**src/rtl/gf_pkg.sv**
```systemverilog
package gf_pkg;
  localparam int unsigned FIELD_W   = 12;
  localparam logic [6:0]  BASE_POLY = 7'h43;  // x^6+x+1
  localparam logic [5:0]  EXT_CONST = 6'h21;  // inverse of GF(64) generator
  localparam logic [11:0] GEN_CONST = 12'hE01;
endpackage

```
**src/rtl/gf64_mul.sv**
```systemverilog
// Combinational shift-and-add multiplier over GF(2^W).
module gf64_mul #(
  parameter int unsigned W    = 6,
  parameter logic [W:0]  POLY = 7'h43
) (
  input  logic [W-1:0] x_i,
  input  logic [W-1:0] y_i,
  output logic [W-1:0] z_o
);
  logic [W:0][W-1:0] sh;
  logic [W:0][W-1:0] acc;

  assign sh[0]  = y_i;
  assign acc[0] = '0;

  for (genvar i = 0; i < W; i++) begin : g_step
    logic [W:0] wide;
    assign wide       = {sh[i], 1'b0};
    assign sh[i+1]    = wide[W] ? (wide[W-1:0] ^ POLY[W-1:0]) : wide[W-1:0];
    assign acc[i+1]   = x_i[i] ? (acc[i] ^ sh[i]) : acc[i];
  end

  assign z_o = acc[W];
endmodule

```
**src/rtl/gf_tower_core.sv**
```systemverilog
// Composite-field product: GF(2^(2H)) as quadratic extension of GF(2^H).
module gf_tower_core #(
  parameter int unsigned FIELD_W   = 12,
  parameter logic [6:0]  BASE_POLY = 7'h43,
  parameter logic [5:0]  EXT_CONST = 6'h21,
  localparam int unsigned HALF_W   = FIELD_W / 2
) (
  input  logic [FIELD_W-1:0] a_i,
  input  logic [FIELD_W-1:0] b_i,
  output logic [FIELD_W-1:0] p_o
);
  logic [HALF_W-1:0] ah, al, bh, bl;
  logic [HALF_W-1:0] p_cross, p_low, p_high, p_ext;

  assign {ah, al} = a_i;
  assign {bh, bl} = b_i;

  gf64_mul #(.W(HALF_W), .POLY(BASE_POLY[HALF_W:0])) u_cross (
    .x_i(ah ^ al), .y_i(bh ^ bl), .z_o(p_cross));
  gf64_mul #(.W(HALF_W), .POLY(BASE_POLY[HALF_W:0])) u_low (
    .x_i(al), .y_i(bl), .z_o(p_low));
  gf64_mul #(.W(HALF_W), .POLY(BASE_POLY[HALF_W:0])) u_high (
    .x_i(ah), .y_i(bh), .z_o(p_high));
  gf64_mul #(.W(HALF_W), .POLY(BASE_POLY[HALF_W:0])) u_ext (
    .x_i(p_high), .y_i(EXT_CONST[HALF_W-1:0]), .z_o(p_ext));

  assign p_o = {p_cross ^ p_low, p_ext ^ p_low};
endmodule

```
**src/rtl/gf_out_stage.sv**
```systemverilog
// Single result register with valid/ready; loads while draining.
module gf_out_stage #(
  parameter int unsigned W = 12
) (
  input  logic         clk_i,
  input  logic         rst_ni,
  input  logic         in_valid_i,
  output logic         in_ready_o,
  input  logic [W-1:0] data_i,
  output logic         out_valid_o,
  input  logic         out_ready_i,
  output logic [W-1:0] data_o
);
  logic         full_q;
  logic [W-1:0] data_q;

  assign in_ready_o  = !full_q || out_ready_i;
  assign out_valid_o = full_q;
  assign data_o      = data_q;

  always_ff @(posedge clk_i or negedge rst_ni) begin
    if (!rst_ni) begin
      full_q <= 1'b0;
      data_q <= '0;
    end else if (in_valid_i && in_ready_o) begin
      full_q <= 1'b1;
      data_q <= data_i;
    end else if (out_ready_i) begin
      full_q <= 1'b0;
    end
  end


  hold_stable_chk: assert property (@(posedge clk_i) disable iff (!rst_ni)
    out_valid_o && !out_ready_i |=> out_valid_o && $stable(data_o));

  accept_valid_chk: assert property (@(posedge clk_i) disable iff (!rst_ni)
    in_valid_i && in_ready_o |=> out_valid_o);

  drain_empty_chk: assert property (@(posedge clk_i) disable iff (!rst_ni)
    out_valid_o && out_ready_i && !in_valid_i |=> !out_valid_o);
endmodule

```
**src/rtl/gf4096_mul.sv**
```systemverilog
module gf4096_mul #(
  parameter int unsigned FIELD_W   = gf_pkg::FIELD_W,
  parameter logic [6:0]  BASE_POLY = gf_pkg::BASE_POLY,
  parameter logic [5:0]  EXT_CONST = gf_pkg::EXT_CONST,
  parameter logic [11:0] GEN_CONST = gf_pkg::GEN_CONST
) (
  input  logic               clk_i,
  input  logic               rst_ni,
  input  logic               in_valid_i,
  output logic               in_ready_o,
  input  logic [FIELD_W-1:0] a_i,
  input  logic [FIELD_W-1:0] b_i,
  input  logic               step_mode_i,
  output logic               out_valid_o,
  input  logic               out_ready_i,
  output logic [FIELD_W-1:0] prod_o
);
  localparam logic [FIELD_W-1:0] ONE = FIELD_W'(1);

  logic [FIELD_W-1:0] op_b, core_p, result;

  assign op_b = step_mode_i ? GEN_CONST[FIELD_W-1:0] : b_i;

  gf_tower_core #(
    .FIELD_W(FIELD_W), .BASE_POLY(BASE_POLY), .EXT_CONST(EXT_CONST)
  ) u_core (
    .a_i(a_i), .b_i(op_b), .p_o(core_p)
  );

  // generator step maps 0 to 1
  assign result = (step_mode_i && a_i == '0) ? ONE : core_p;

  gf_out_stage #(.W(FIELD_W)) u_out (
    .clk_i(clk_i), .rst_ni(rst_ni),
    .in_valid_i(in_valid_i), .in_ready_o(in_ready_o), .data_i(result),
    .out_valid_o(out_valid_o), .out_ready_i(out_ready_i), .data_o(prod_o)
  );


  zero_prod_chk: assert property (@(posedge clk_i) disable iff (!rst_ni)
    in_valid_i && in_ready_o && !step_mode_i && (a_i == '0 || b_i == '0)
    |=> prod_o == '0);

  step_zero_chk: assert property (@(posedge clk_i) disable iff (!rst_ni)
    in_valid_i && in_ready_o && step_mode_i && a_i == '0 |=> prod_o == ONE);

  ident_a_chk: assert property (@(posedge clk_i) disable iff (!rst_ni)
    in_valid_i && in_ready_o && !step_mode_i && a_i == ONE |=> prod_o == $past(b_i));
endmodule

```
**config.mk**
```make
export PLATFORM = sky130hd
export DESIGN_NAME = gf4096_mul
export DESIGN_NICKNAME = d
export VERILOG_FILES = /design/src/rtl/gf_pkg.sv /design/src/rtl/gf64_mul.sv /design/src/rtl/gf_tower_core.sv /design/src/rtl/gf_out_stage.sv /design/src/rtl/gf4096_mul.sv
export SDC_FILE = /design/constraint.sdc
export NUM_CORES = 1
export LEC_CHECK = 0
export ABC_CLOCK_PERIOD_IN_PS = 1800
export BUFFER_PORTS_ARGS = -buffer_cell sky130_fd_sc_hd__buf_2
export CORE_MARGIN = 2
export CORE_UTILIZATION = 58
export CTS_CLUSTER_DIAMETER = 40
export DETAILED_ROUTE_END_ITERATION = 8
export GPL_TIMING_DRIVEN = 0
export PLACE_DENSITY = 0.9
export SLEW_MARGIN = 40
export SYNTH_ARGS = -nofsm -noshare
export SYNTH_HDL_FRONTEND = slang
export SYNTH_SLANG_ARGS = --single-unit
```
**constraint.sdc**
```tcl
create_clock -name clk_i -period 1.8 [get_ports clk_i]
set_clock_uncertainty 0.15 [all_clocks]
set_input_delay 0.09 -clock clk_i [delete_from_list [all_inputs] [get_ports clk_i]]
set_output_delay 0.09 -clock clk_i [all_outputs]
set_load 0.005 [all_outputs]
```
# Yosys cells after proc, flatten, opt, wreduce, memory -nomap -nowiden
# Cells that the tools add are included.
# Widths: inputs -> output; s select.
[word_totals]
ff_bits = 13
output_inout_bits = 14
word_cells = 90
[op_classes]
muxes = 43
n_bitwise = 39
n_reduce_logical = 6
[ops]
columns = ["op", "count"]
rows = [
  ["$mux 6", 19],
  ["$xor 6x6->6", 19],
  ["$mux 2", 16],
  ["$not 2->2", 15],
  ["$mux 12", 2],
  ["$logic_not 12->1", 1],
  ["$mux 5", 1],
  ["$not 1->1", 5],
  ["$mux 4", 1],
  ["$mux 1", 3],
  ["$mux 3", 1],
  ["$logic_and 1x1->1", 2],
  ["$reduce_bool 2->1", 1],
  ["$logic_not 1->1", 1],
  ["$logic_or 1x1->1", 1],
]

# Longest topological paths before layout
[depth]
ltp_word = 22
depth_mapped = 10
depth_no_buf = 8

# Modules after synthesis
# A second synthesis with hierarchy kept.
[hier_totals]
hier_cells = 427
hier_area_um2 = 3285.7
[modules_own_cells]
columns = ["mod", "n_inst", "cells_each", "area_each_um2", "seq_area_each_um2"]
rows = [
  ["gf64_mul", 4, 82, 549.3, 0.0],
  ["gf_out_stage", 1, 29, 550.5, 325.3],
  ["gf4096_mul", 1, 44, 320.3, 0.0],
  ["gf_tower_core", 1, 26, 217.7, 0.0],
]

# Worst setup path before layout
# OpenSTA, ideal clock, no wires.
[synth_path]
path_type = "input port to flip-flop"
from = "input a_i[4]"
to = "register u_out.data_q[0], in the netlist u_out.data_o[0]"
arrival_time_ns = 1.827
required_time_ns = 1.517
setup_slack_ns = -0.310
stages = 9
n_path_buf = 1
path_cell_list = "buf_6 -> nand2_2 -> xnor3_1 -> xnor2_1 -> mux2i_1 -> a21oi_2 -> xnor2_1 -> xnor3_1 -> a2bb2oi_2"
[synth_between]
elab_chain_cells = 5
word_cells_on_any_way = 7
cone_classes = "3 x mux; 2 x bitwise; 2 x reduce/logical"
[synth_rtl]
columns = ["item", "line", "source"]
rows = [
  ["from (decl)", "gf4096_mul.sv:11", "input logic [FIELD_W-1:0] a_i,"],
  ["$mux 6", "gf64_mul.sv:20", "assign acc[i+1] = x_i[i] ? (acc[i] ^ sh[i]) : acc[i];"],
  ["$xor 6x6->6", "gf64_mul.sv:20", ""],
  ["$mux 6", "gf64_mul.sv:20", ""],
  ["$xor 6x6->6", "gf_tower_core.sv:27", "assign p_o = {p_cross ^ p_low, p_ext ^ p_low};"],
  ["$mux 12 (*)", "gf4096_mul.sv:31", "assign result = (step_mode_i && a_i == '0) ? ONE : core_p;"],
  ["to (signal assigned)", "gf_out_stage.sv:27", "data_q <= data_i;"],
  ["to (decl)", "gf_out_stage.sv:15", "logic [W-1:0] data_q;"],
]
# Every way passes the cells marked *; elsewhere a longest branch is shown, timed or not.
# A chain may end at the register's enable or synchronous reset.

# Worst setup path after layout
[layout_path]
from = "input b_i[7]"
to = "register u_out.data_q[0], in the netlist u_out.data_o[0]"
[layout_between]
elab_chain_cells = 19
word_cells_on_any_way = 22
cone_classes = "15 x mux; 7 x bitwise"
[layout_rtl]
columns = ["item", "line", "source"]
rows = [
  ["from (decl)", "gf4096_mul.sv:12", "input logic [FIELD_W-1:0] b_i,"],
  ["$mux 12 (*)", "gf4096_mul.sv:22", "assign op_b = step_mode_i ? GEN_CONST[FIELD_W-1:0] : b_i;"],
  ["$mux 6", "gf64_mul.sv:20", ""],
  ["$xor 6x6->6", "gf64_mul.sv:20", ""],
  ["$mux 6", "gf64_mul.sv:20", ""],
  ["$xor 6x6->6", "gf64_mul.sv:20", ""],
  ["$mux 6", "gf64_mul.sv:20", ""],
  ["$xor 6x6->6", "gf64_mul.sv:20", ""],
  ["$mux 6", "gf64_mul.sv:20", ""],
  ["(+3 left out)", "--", ""],
  ["$mux 6 (*)", "gf64_mul.sv:20", ""],
  ["$mux 1 (*)", "gf64_mul.sv:20", ""],
  ["$mux 2 (*)", "gf64_mul.sv:20", ""],
  ["$mux 3 (*)", "gf64_mul.sv:20", ""],
  ["$mux 4 (*)", "gf64_mul.sv:20", ""],
  ["$mux 5 (*)", "gf64_mul.sv:20", ""],
  ["$xor 6x6->6 (*)", "gf_tower_core.sv:27", ""],
  ["$mux 12 (*)", "gf4096_mul.sv:31", ""],
]
# Marks and branches as above.

==> out/metrics.yaml <==
die:
  start_util_pct: 59.8
  core_um2: 4720
  die_area_um2: 5440
  die_w_um: 73.8
  die_h_um: 73.8
  core.rowCount: 25
  design.portCount: 43
clocking:
  clk_latency_ns: 0.24
  cts_made_buffers: 3
  cts-root-buf: "clkbuf_8"
  htreeDepth: 1
  cts.clk_slew.worst_paths_ns: 0.05
  clk_path_buf_depth: 2
  cts_tree: "yes"
  clock-sinks: 13
route:
  routedWlPerCell_um: 18.2
  remaining_drc_errors: 0
  wirelength_um: 9530
  vias_per_cell: 6.41
  antenna_left: 0
  first_pass_iters: 8
  vias: 3359
  drtIter0Drc: 511
yosys:
  yosysTopAreaCellShare_pct: 23.9
  synth_edf_count: 0
  syn_area_um2: 2820
  synth_cells: 405
  synth_area_leader_cell: "xnor2_1"
  ys.flop_type: "dfrtp_1"
  async_flop_share_pct: 100
  ys_seq_elements: 13
  synth_cell_types: 58
  seq_area_frac_synth_pct: 11.5
  synthTopCellsByArea: "xnor2_1 24%, dfrtp_1 12%, nand2_1 9.3%, xor2_1 8.1%, o21ai_0 4.1%"
  synth.avg_cell_area_um2: 6.97
  ys_warn_count: 0
  syn_nets: 434
cells_and_area:
  finalNetCount: 487
  fin_area_um2: 3760
  area_growth_pct: 33.4
  drive_above_1_share_pct: 31.5
  diodes: 0
sta:
  period_needed_ns: 2.04
  rsz0062_at_grt: "true"
  min_period_over_period_pct: 113
  setup_ws_ns: -0.240
  hold_violations: 0
  report.final.slew_viol_count: 0
  slew_headroom_pct: 61.5
  finalSetupViolCount: 6
  clock.fmax_mhz: 490
  tightest_slew_ns: 0.574
global_routing:
  busiest_layer: "met2"
  met2_usage_pct: 55.7
  grt_use_met3_pct: 3.02
  antenna_found_initial: 0
  met1_usage_pct: 35.5
  grt_max_degree: 14
  grt_pass1_vias: 2918
  grt_first_pass_wirelength_um: 13200
  grt_overflow: 0
  grt.total_usage_pct: 30.6
critical_path:
  cp_num_buf_inv: 1
  startpoint_type: "primary input"
  crit_cells: 9
  max_stage_delay_ns: 0.48
  cp.required_ns: 1.76
  worstPathCellList: "buf_2, nand2_1, xor2_1, xnor2_1, mux2i_1, a21o_1, xnor2_2, xnor3_1, a2bb2oi_2"
  worst_path_max_delay_cell: "xnor3_1"
  path_class: "primary input to flop"
  worst-path-max-fanout: 3
  end_kind: "flop"
  worstPathArrival_ns: 2.01
  cp_top_family: "XOR/XNOR gates"
  reg2regPathDepth: 6
power:
  vdd_drop_max_v: 0.000306
  power_density_nw_per_um2: 658
  leakage_uw: 0.00160
worst_hold_path:
  holdCritPathClass: "primary input to flop"
  worstHoldPathCells: 3
placed_design:
  place_ws_ns: -0.593
  place_congestion: 0.970
  post_dp_cell_area_um2: 3150
  dp_hpwl_um: 6100
  io_buffers: 31
job:
  max_cap_viol_count: 0
status:
  violations: "setup timing"
  outcome: "complete, but fails checks"
cells in the final DEF (no fill, tap or decap), types with 5 or more instances in the layout:
cell / count
a21oi_1: 21
buf_2: 36
buf_4: 18
buf_6: 13
dfrtp_1: 13
inv_1: 9
mux2i_1: 6
nand2_1: 67
nand2b_1: 7
nand3_1: 10
nor2_1: 20
nor2_2: 5
nor3_1: 11
o21ai_0: 17
o21ai_1: 8
o22ai_1: 7
xnor2_1: 52
xnor2_2: 23
xnor2_4: 5
xor2_1: 21
xor2_2: 5
cells in the mapped netlist (all sizes together) (3+ instances only):
cell type and number:
nand3 10, a211oi 3, nand2b 7, mux2i 6, xor2 26, inv 11
a21oi 22, clkbuf 9, o21ai 25, or2 3, nor4 3, nor2 26
o221ai 3, dfrtp 13, a31oi 4, xnor2 80, o22ai 7, buf 28
nor3 11, nand2 71
per-layer routing:
layer  vias to the layer above  wire length [µm]
li1                       1463                 -
met1                      1507              3330
met2                       293              4540
met3                        96               970
met4                         0               682
met5                         -                 0
state kept, by name, indices dropped and copies added, names as in the netlist:
name	flops
u_out.data_o	12
u_out.out_valid_o	1
repair_timing:
item / CTS / global route
hold buffers: 2 / 0
pin swaps: 18 / 29
setup endpoints to repair: 12 / 12
endpoints found under the hold margin: 14 / 0
setup buffers: 9 / 6
resized for setup: 31 / 66
cell families (layout without fill, tap and decap cells):
family / after synthesis / after routing / share of synthesized area [%]
buf+inv: 48 / 100 / 8.38
xor+xnor: 108 / 108 / 35.3
flops: 13 / 13 / 11.5
compound gates: 84 / 84 / 19.3
simple gates: 146 / 146 / 23.4
mux: 6 / 6 / 2.13
worst register-to-register path: cells and delay by family (launching register included):
kind            cells  cell delay [ns]
compound gates      2             0.43
simple gates        2             0.26
buf+inv             2             0.28
flops               1             0.37
power by group:
part           switching (µW)  leakage (µW)  internal (µW)  total [µW]
logic                     894       0.00142            858        1750
clock network             101     0.0000228            156         257
registers                55.9      0.000157            413         469
final timing paths:
path | startpoint | to | slack (ns)
hold / removal | out_ready_i | u_out.out_valid_o | 0.002
setup reg to reg | u_out.out_valid_o | u_out.data_o[5] | 0.22
min in group asynchronous | rst_ni | u_out.data_o[1] | 0.11
max in group asynchronous | rst_ni | u_out.data_o[8] | 1.17
setup / recovery | b_i[7] | u_out.data_o[0] | -0.24
hold reg to reg | u_out.data_o[2] | u_out.data_o[2] | 0.32
layout make-up:
type / instances / area [µm²]
sequential: 13 / 325
inverter: 11 / 43.8
buffer: 37 / 312
clock buffer: 4 / 45.0
tap: 67 / 83.8
multi-input combinational: 344 / 2620
timing repair buffer: 48 / 332
fill: 294 / 958
metrics by stage:
step	instances	TNS [ns]	hold WS (ns)	total power, µW	util [%]
2_1_floorplan	405	-0.139	-0.356	1550	-
6_report	524	-0.342	0.00231	2480	79.7
4_1_cts	518	-0.150	0.00553	2250	72.2
5_1_grt	524	-0.977	0.0171	2630	79.7
3_3_place_gp	503	-5.15	-0.173	1850	66.7
3_5_place_dp	503	-5.78	-0.167	1910	66.7
Note: power is estimated with default switching activity, not from simulation.
